### src/rtl/pci_iowin_pkg.sv
`timescale 1ns/1ps
package pci_iowin_pkg;
  localparam int CFG_AW  = 8;
  localparam int DATA_W  = 8;
  localparam int IO_AW   = 16;
  localparam int BASE_W  = 32;

  // configuration-space layout (decoded by neighbouring software)
  localparam logic [CFG_AW-1:0] PM_BASE_OFS  = 8'h40;
  localparam logic [CFG_AW-1:0] PM_EN_OFS    = 8'h80;
  localparam logic [CFG_AW-1:0] SMB_BASE_OFS = 8'h90;
  localparam logic [CFG_AW-1:0] SMB_EN_OFS   = 8'hD2;
  localparam logic [CFG_AW-1:0] AUX_FIRST    = 8'hD3;
  localparam int                AUX_COUNT    = 4;

  // window sizes expressed as offset widths
  localparam int PM_ALIGN  = 6;
  localparam int SMB_ALIGN = 4;

  // firmware-style defaults
  localparam logic [BASE_W-1:0] PM_BASE_RST  = 32'h0000_4000;
  localparam logic [BASE_W-1:0] SMB_BASE_RST = 32'h0000_4100;
  localparam logic [2:0]        SMB_IRQ_SEL_RST = 3'd4;
  localparam logic [DATA_W-1:0] PM_EN_RST    = 8'h01;
  localparam logic [DATA_W-1:0] SMB_EN_RST   = {4'b0000, SMB_IRQ_SEL_RST, 1'b1};
endpackage

### src/rtl/iowin_range_cmp.sv
`timescale 1ns/1ps
module iowin_range_cmp #(
  parameter int IO_AW      = 16,
  parameter int ALIGN_BITS = 6,
  localparam int PAGE_W    = IO_AW - ALIGN_BITS
) (
  input  logic [PAGE_W-1:0]     win_page,
  input  logic [IO_AW-1:0]      io_addr,
  output logic                  hit,
  output logic [ALIGN_BITS-1:0] offset
);
  logic page_match;
  logic page_valid;

  assign page_valid = |win_page;
  assign page_match = (io_addr[IO_AW-1:ALIGN_BITS] == win_page);
  assign hit        = page_valid && page_match;
  assign offset     = hit ? io_addr[ALIGN_BITS-1:0] : '0;
endmodule

### src/rtl/iowin_window.sv
`timescale 1ns/1ps
module iowin_window #(
  parameter int                IO_AW      = 16,
  parameter int                ALIGN_BITS = 6,
  parameter int                BASE_W     = 32,
  parameter logic [7:0]        BASE_OFS   = 8'h40,
  parameter logic [7:0]        EN_OFS     = 8'h80,
  parameter logic [BASE_W-1:0] BASE_RST   = '0,
  parameter logic [7:0]        EN_RST     = 8'h00,
  localparam int               NBYTES     = BASE_W / 8,
  localparam int               PAGE_W     = IO_AW - ALIGN_BITS
) (
  input  logic                  clk,
  input  logic                  rst_n,
  input  logic                  cfg_we,
  input  logic [7:0]            cfg_addr,
  input  logic [7:0]            cfg_wdata,
  input  logic [IO_AW-1:0]      io_addr,
  output logic                  rd_sel,
  output logic [7:0]            rd_data,
  output logic                  hit,
  output logic [ALIGN_BITS-1:0] offset
);
  logic [BASE_W-1:0] base_q;
  logic [7:0]        en_q;
  logic [NBYTES-1:0] byte_sel;
  logic              en_sel;
  logic [PAGE_W-1:0] win_page;

  for (genvar b = 0; b < NBYTES; b++) begin : g_sel
    assign byte_sel[b] = (cfg_addr == BASE_OFS + 8'(b));
  end
  assign en_sel = (cfg_addr == EN_OFS);
  assign rd_sel = (|byte_sel) || en_sel;

  always_ff @(posedge clk or negedge rst_n) begin
    if (!rst_n) begin
      base_q <= BASE_RST;
      en_q   <= EN_RST;
    end else if (cfg_we) begin
      for (int b = 0; b < NBYTES; b++) begin
        if (byte_sel[b]) base_q[8*b +: 8] <= cfg_wdata;
      end
      if (en_sel) en_q <= cfg_wdata;
    end
  end

  always_comb begin
    rd_data = '0;
    for (int b = 0; b < NBYTES; b++) begin
      if (byte_sel[b]) begin
        rd_data = base_q[8*b +: 8];
        if (b == 0) rd_data[0] = 1'b1;  // I/O-space marker
      end
    end
    if (en_sel) rd_data = en_q;
  end

  // disabled window presents a zero page, which never matches
  assign win_page = en_q[0] ? base_q[IO_AW-1:ALIGN_BITS] : '0;

  iowin_range_cmp #(
    .IO_AW      (IO_AW),
    .ALIGN_BITS (ALIGN_BITS)
  ) u_cmp (
    .win_page (win_page),
    .io_addr  (io_addr),
    .hit      (hit),
    .offset   (offset)
  );
endmodule

### src/rtl/iowin_aux_bytes.sv
`timescale 1ns/1ps
module iowin_aux_bytes #(
  parameter logic [7:0] FIRST = 8'hD3,
  parameter int         COUNT = 4,
  localparam int        W     = 8 * COUNT
) (
  input  logic       clk,
  input  logic       rst_n,
  input  logic       cfg_we,
  input  logic [7:0] cfg_addr,
  input  logic [7:0] cfg_wdata,
  output logic       rd_sel,
  output logic [7:0] rd_data
);
  logic [W-1:0]     regs_q;
  logic [COUNT-1:0] sel;

  for (genvar i = 0; i < COUNT; i++) begin : g_sel
    assign sel[i] = (cfg_addr == FIRST + 8'(i));
  end
  assign rd_sel = |sel;

  always_ff @(posedge clk or negedge rst_n) begin
    if (!rst_n) begin
      regs_q <= '0;
    end else if (cfg_we) begin
      for (int i = 0; i < COUNT; i++) begin
        if (sel[i]) regs_q[8*i +: 8] <= cfg_wdata;
      end
    end
  end

  always_comb begin
    rd_data = '0;
    for (int i = 0; i < COUNT; i++) begin
      if (sel[i]) rd_data = regs_q[8*i +: 8];
    end
  end
endmodule

### src/rtl/pci_iowin_decoder.sv
`timescale 1ns/1ps
module pci_iowin_decoder
  import pci_iowin_pkg::*;
(
  input  logic        clk,
  input  logic        rst_n,
  input  logic        cfg_we,
  input  logic [7:0]  cfg_addr,
  input  logic [7:0]  cfg_wdata,
  output logic [7:0]  cfg_rdata,
  input  logic [15:0] io_addr,
  output logic        pm_hit,
  output logic [5:0]  pm_offset,
  output logic        smb_hit,
  output logic [3:0]  smb_offset
);
  logic       pm_rd_sel, smb_rd_sel, aux_rd_sel;
  logic [7:0] pm_rd_data, smb_rd_data, aux_rd_data;

  iowin_window #(
    .IO_AW      (IO_AW),
    .ALIGN_BITS (PM_ALIGN),
    .BASE_W     (BASE_W),
    .BASE_OFS   (PM_BASE_OFS),
    .EN_OFS     (PM_EN_OFS),
    .BASE_RST   (PM_BASE_RST),
    .EN_RST     (PM_EN_RST)
  ) u_pm_win (
    .clk, .rst_n, .cfg_we, .cfg_addr, .cfg_wdata, .io_addr,
    .rd_sel  (pm_rd_sel),
    .rd_data (pm_rd_data),
    .hit     (pm_hit),
    .offset  (pm_offset)
  );

  iowin_window #(
    .IO_AW      (IO_AW),
    .ALIGN_BITS (SMB_ALIGN),
    .BASE_W     (BASE_W),
    .BASE_OFS   (SMB_BASE_OFS),
    .EN_OFS     (SMB_EN_OFS),
    .BASE_RST   (SMB_BASE_RST),
    .EN_RST     (SMB_EN_RST)
  ) u_smb_win (
    .clk, .rst_n, .cfg_we, .cfg_addr, .cfg_wdata, .io_addr,
    .rd_sel  (smb_rd_sel),
    .rd_data (smb_rd_data),
    .hit     (smb_hit),
    .offset  (smb_offset)
  );

  iowin_aux_bytes #(
    .FIRST (AUX_FIRST),
    .COUNT (AUX_COUNT)
  ) u_aux (
    .clk, .rst_n, .cfg_we, .cfg_addr, .cfg_wdata,
    .rd_sel  (aux_rd_sel),
    .rd_data (aux_rd_data)
  );

  always_comb begin
    if (pm_rd_sel)       cfg_rdata = pm_rd_data;
    else if (smb_rd_sel) cfg_rdata = smb_rd_data;
    else if (aux_rd_sel) cfg_rdata = aux_rd_data;
    else                 cfg_rdata = '0;
  end
endmodule

### config.mk
export PLATFORM = sky130hd
export DESIGN_NAME = pci_iowin_decoder
export DESIGN_NICKNAME = d
export VERILOG_FILES = /design/src/rtl/pci_iowin_pkg.sv /design/src/rtl/iowin_range_cmp.sv /design/src/rtl/iowin_window.sv /design/src/rtl/iowin_aux_bytes.sv /design/src/rtl/pci_iowin_decoder.sv
export SDC_FILE = /design/constraint.sdc
export NUM_CORES = 1
export LEC_CHECK = 0
export ABC_AREA = 1
export BUFFER_PORTS_ARGS = -buffer_cell sky130_fd_sc_hd__buf_2
export CELL_PAD_IN_SITES_DETAIL_PLACEMENT = 0
export CELL_PAD_IN_SITES_GLOBAL_PLACEMENT = 1
export CORE_MARGIN = 5
export CORE_UTILIZATION = 50
export CTS_BUF_LIST = sky130_fd_sc_hd__clkbuf_8
export DETAILED_ROUTE_END_ITERATION = 8
export PLACE_DENSITY = 0.89
export SYNTH_ARGS = -nofsm -noshare
export SYNTH_HDL_FRONTEND = slang
export SYNTH_HIERARCHICAL = 1
export SYNTH_SLANG_ARGS = --single-unit
### constraint.sdc
create_clock -name clk -period 3.1 [get_ports clk]
set_clock_uncertainty 0.1 [all_clocks]
set_input_delay 0.62 -clock clk [delete_from_list [all_inputs] [get_ports clk]]
set_output_delay 0.62 -clock clk [all_outputs]
set_load 0.05 [all_outputs]
# Yosys cells after proc, flatten, opt, wreduce, memory -nomap -nowiden
# Cells that the tools add are included.
[classes]
eq_ne = 16
mux = 21
n_reduce_logical = 23
[op_table]
columns = ["operator", "n"]
rows = [
  ["8-bit two-way mux", 17],
  ["8-bit equality test (second input constant)", 10],
  ["8-bit by 7-bit equality test with 1-bit output (second input constant)", 4],
  ["2-bit AND reduction", 14],
  ["12-bit equality test", 1],
  ["12-bit two-way mux", 1],
  ["12-bit OR reduction", 1],
  ["4-bit OR reduction", 3],
  ["10-bit equality test", 1],
  ["10-bit two-way mux", 1],
  ["10-bit OR reduction", 1],
  ["6-bit two-way mux", 1],
  ["4-bit two-way mux", 1],
  ["1-bit logical AND", 2],
  ["1-bit logical OR", 2],
]
[word_totals]
reg_bits = 112
input_bits = 35
out_inout_bits = 20
wordCells = 74

# Logic depth before layout (Yosys ltp)
[depth]
word_depth = 8
depth_mapped = 13
mapped_depth_nobuf = 11

# Modules after synthesis
# Netlist, hierarchy kept.
[by_module_without_submodules]
columns = ["mod", "instances", "cells_each", "area_each_um2"]
rows = [
  ["iowin_window (u_smb_win)", 1, 258, 2245.9],
  ["iowin_window (u_pm_win)", 1, 278, 2110.8],
  ["iowin_aux_bytes", 1, 186, 1717.9],
  ["iowin_range_cmp (u_smb_win.u_cmp)", 1, 90, 357.8],
  ["iowin_range_cmp (u_pm_win.u_cmp)", 1, 78, 302.8],
  ["pci_iowin_decoder", 1, 61, 252.7],
]

# Worst setup path after synthesis
# Ideal clock, no wire load.
[synth_timing]
path_kind = "input to output"
start = "input port cfg_addr[5]"
end = "output port cfg_rdata[0]"
arrival_ns = 2.304
required_ns = 2.380
slack_ns = 0.076
stages = 12
path_buffers = 3
cell_sequence = "inv_1 -> nand2_1 -> nor2_4 -> buf_8 -> buf_2 -> o21ai_0 -> nand2_1 -> clkbuf_2 -> nand2_1 -> nor2_1 -> nor2_1 -> nor2_1"
[synth_via]
word_cells_on_any_way = 36
[synth_rtl]
columns = ["item", "line_no", "text"]
rows = [
  ["start, declared", "pci_iowin_decoder.sv:8", "input logic [7:0] cfg_addr,"],
  ["8-bit equality test", "iowin_aux_bytes.sv:19", "assign sel[i] = (cfg_addr == FIRST + 8'(i));"],
  ["4-bit OR reduction (*)", "iowin_aux_bytes.sv:21", "assign rd_sel = |sel;"],
  ["via aux_rd_sel", "pci_iowin_decoder.sv:17", "logic pm_rd_sel, smb_rd_sel, aux_rd_sel;"],
  ["8-bit two-way mux (*)", "pci_iowin_decoder.sv:64", "else if (aux_rd_sel) cfg_rdata = aux_rd_data;"],
  ["8-bit two-way mux (*)", "pci_iowin_decoder.sv:63", "else if (smb_rd_sel) cfg_rdata = smb_rd_data;"],
  ["8-bit two-way mux (*)", "pci_iowin_decoder.sv:62", "if (pm_rd_sel) cfg_rdata = pm_rd_data;"],
  ["end, declared", "pci_iowin_decoder.sv:10", "output logic [7:0] cfg_rdata,"],
]
# The timed path passes the listed nets; every way through them passes the cells marked *.

# Worst setup path after layout
[layout_timing]
start = "input port cfg_addr[1]"
end = "output port cfg_rdata[6]"
# The elaborated chain is that of the path after synthesis.

==> results by stage <==
Power and ir drop:
- The analysis attributes to net switching a power of 0.8888 mW.
- The analysis attributes to cell leakage a power of 4.388 nW.
- The worst voltage drop across the vdd grid is 0.3131 mV.
- Per report_power, the sequential group accounts for 55.2% of the total.
- The switching part of the total power is 31.15%.
- Of the total power, the clock network draws 32.1%.
- The power density over cell area is 373.7 mW/mm2.
- Cell internal power was estimated by the tool at 1.965 mW.
- The combinational power share is 12.7%.
- Total power for the finished layout comes to 2.854 mW.

STA:
- The number of hold-slack violations in the final timing report is 0.
- Setup repair after global routing left no endpoint under its margin.
- The remaining max-slew budget at the tightest pin is 51.27%.
- The worst path setup slack after routing is 0.1587 ns.
- The number of setup violations in the final report is 0.
- The minimum hold slack is 0.1486 ns.
- The count of pins over their slew limit is 0.
- In the finished design, the share of the clock period the worst path needs comes to 94.88%.
- Static timing analysis puts the maximum clock frequency at 340.0 MHz.
- For the pin with the worst max-slew slack, the measured transition is 0.7309 ns.
- The clock period minus worst slack is 2.941 ns.
- After routing, the total negative slack on setup checks comes to 0 ns.

Flow run:
- Max-cap violations in this run came to 0.

Route:
- The first-iteration detailed-routing DRC count is 508.
- The total detailed-routing wirelength is 17.44 mm.
- After detailed routing, the number of remaining DRC violations is 0.
- The first-pass iteration count of the detailed router is 5.
- The detailed-route via count is 5929.
- Dividing the detail-routed via count by the number of cells gives 4.970.
- In this run the remaining antenna-violating nets after routing total 0.
- After detailed routing, the average wire length per cell comes to 14.62 um.

Floorplanning:
- In this run the count of I/O pins placed on the die edge is 55.
- The floorplan has 43 rows.
- The die boundary height is 128.2 um.
- The die covers 0.01644 mm2.
- The core region is 0.01377 mm2.
- For this configuration, the core starts out at a cell density of 50.74%.
- The overall die width is 128.2 um.

Worst setup path:
- The depth of the worst register-to-register path is 3.
- The path type of the worst setup path is primary input to output port.
- The worst setup path is captured at an output port.
- The maximum net fanout on the critical path is 10.
- STA puts the critical path data arrival time at 2.22 ns.
- At the worst endpoint, the required time is 2.38 ns.
- The endpoint identified for the worst register-to-register timing path is u_smb_win/en_q[0].
- The type of origin of the critical path is a primary input.
- The largest single stage delay on the critical path is 0.29 ns.
- The highest-delay cell along the critical path is buf_2.
- The internal reg-to-reg setup slack is 2.01 ns.
- Traced cell by cell, the critical path runs through buf_2 > inv_1 > nand2_1 > nor2_4 > o21ai_0 > nand2_1 > nand2_1 > nor2_1 > nor2_1 > nor2_1 > buf_2.
- The launch instance of the worst register-to-register path is u_smb_win/en_q[0].

Global route:
- The initial antenna violation count came to 1.
- Global routing consumed, on the met3 layer, 3.875% of the routing resources.
- The first global-routing pass estimated 28.42 mm of wire.
- The total grt overflow is 0.
- After global routing, the most crowded layer is met2.
- The largest net degree at the start of global routing is 57.
- For met2 alone, demand over resource in global routing was 33.34%.
- The via count of the first global-routing pass is 5397.
- The total global routing track utilization is 21.90%.
- Global routing consumed, on the met1 layer, 32.33% of the routing resources.

Status:
- The run finished with clean final reports.

CTS:
- The latest clock arrival within the worst-skew pair is 0.40 ns.
- The number of buffers inserted by hold repair at cts is 0.
- Clock-pin slew was measured on the worst setup and hold paths at 0.12 ns.
- The H-tree was split into 3 levels.
- The clock net in this run drives a total of 110 sinks.
- The buffer type at the clock tree root is clkbuf_8.
- The maximum root-to-sink buffer count is 2.
- TritonCTS built the clock tree.
- TritonCTS created 9 clock buffers.

Synthesis:
- Ranked by total cell area, the synthesized netlist is headed by dfrtp_1 37%, nand2_1 16%, inv_1 6.8%.
- The synthesized netlist cell count is 951.
- The synthesized design contains 110 register bits.
- The number of enable flip-flop cells after synthesis is 0.
- The number of distinct library cell variants in the gate-level netlist after synthesis is 31.
- The cell taking the most area after synthesis is dfrtp_1.
- In the post-synthesis netlist, the cell with the most instances is nand2_1.
- The fraction of synthesis flops using an asynchronous set or reset pin is 100.0%.
- Among all flip-flop cells after synthesis, the most frequent one is dfrtp_1.
- The share of the synthesized area in the top cell type is 37.24%.
- Counting every net in the synthesized netlist gives 986.
- The mean instance size in the synthesized netlist is 7.348 um2.
- The synthesized netlist occupies a cell area of 0.006988 mm2.
- For this run, the register share of the synthesized area comes to 39.50%.
- After synthesis, the most frequently instantiated cells are 307 x nand2_1, 126 x inv_1, 104 x dfrtp_1.
- The synthesis warning total is 6.

Final layout:
- Excluding fillers, the count of instances in the completed layout stands at 1193.
- The area growth from synthesis to layout is 9.275%.
- The end-of-flow core utilization is 55.44%.
- The antenna diode count is 0.
- The cell area after layout is 0.007636 mm2.
- The area of the multi-input gates is 0.003431 mm2.
- The share of post-route cells with drive strength above 1 is 22.51%.
- The area taken by flip-flops and latches is 0.002760 mm2.
- The filler cell count in the final layout is 1396.
- The final layout contains 1043 nets.

Place:
- The count of input and output buffers is 54.
- The detailed placement HPWL is 12.89 mm.
- Timing analysis after detailed placement gives a worst setup slack of 0.09379 ns.
- The number of instances in the placed design is 1168.
- The congestion estimate from routability-driven global placement came to 0.8313.
- The cell area after placement is 0.007345 mm2.

Min path:
- The tightest min-delay check is of the primary input to async pin type.
==> cell type report <==
type | count | share of cell area, %
clock buffers | 9 | 1.622
clock inverters | 7 | 1.147
inverters | 146 | 7.177
multi-input cells | 668 | 44.93
flip-flops and latches | 110 | 36.15
well taps | 180 | 2.949
repair buffers | 73 | 6.030
==> how the worst max path moves through the flow <==
stage,startpoint,endpoint,cells after the start
floorplan,cfg_addr[5],cfg_rdata[0],12
global placement,cfg_addr[4],cfg_rdata[6],11
detailed placement,cfg_addr[4],cfg_rdata[6],11
CTS,cfg_addr[4],cfg_rdata[6],11
global route,cfg_addr[6],cfg_rdata[5],11
finish,cfg_addr[1],cfg_rdata[6],11
==> registers in the layout, indices dropped and copies added (netlist names) <==
signal and count:
u_smb_win/en_q 8, u_aux/regs_q 32, u_smb_win/base_q 31, u_pm_win/en_q 8
u_pm_win/base_q 31
==> power groups by stage <==
stage	sequential, mW	combinational, mW	clock (mW)
6_report	1.58	0.363	0.915
3_3_place_gp	1.60	0.355	0
2_1_floorplan	1.58	0.231	0
4_1_cts	1.58	0.361	0.939
5_1_grt	1.58	0.412	1.00
3_5_place_dp	1.60	0.360	0
==> timing repair <==
item | CTS | global route
gates resized for setup | 0 | 5
setup endpoints to repair | 0 | 7
setup buffers | 0 | 9
==> critical path, delay by kind of cell <==
kind,cells,cell delay (ns)
AND/OR/NAND/NOR,7,0.92
buffers and inverters,3,0.56
AO/OA/AOI/OAI,1,0.12
==> metal layers <==
layer / routed length [um] / vias to the layer above
met5: 11 / -
met4: 245 / 2
met3: 742 / 20
met2: 8093 / 137
met1: 8351 / 2704
li1: - / 3066
==> cell families (layout without fill, tap and decap cells) <==
family | Yosys count | after routing | share of synthesized area [%]
and+or+nand+nor | 551 | 551 | 37.21
buffers and inverters | 173 | 235 | 11.48
AOI/OAI and AO/OA | 117 | 117 | 11.82
DFF | 110 | 110 | 39.50
==> placed cells by master, fill, tap and decap left out, types with 2 or more instances in the layout <==
cell type  instances
buf_12             3
buf_2             50
buf_4             16
clkbuf_4           4
clkbuf_8           9
clkinv_8           3
dfrtp_1          104
dfstp_2            6
inv_1            126
inv_2             20
inv_8              2
nand2_1          307
nand2_2           17
nand2_4            9
nand3_1           80
nand3_2            2
nand3_4            3
nand4_1           12
nor2_1            90
nor2_2            11
nor2_4            10
nor2_8             8
o21a_1            16
o21ai_0            9
o21ai_1           38
o21ai_2           52
No activity file was read; power rests on OpenSTA's default activity.
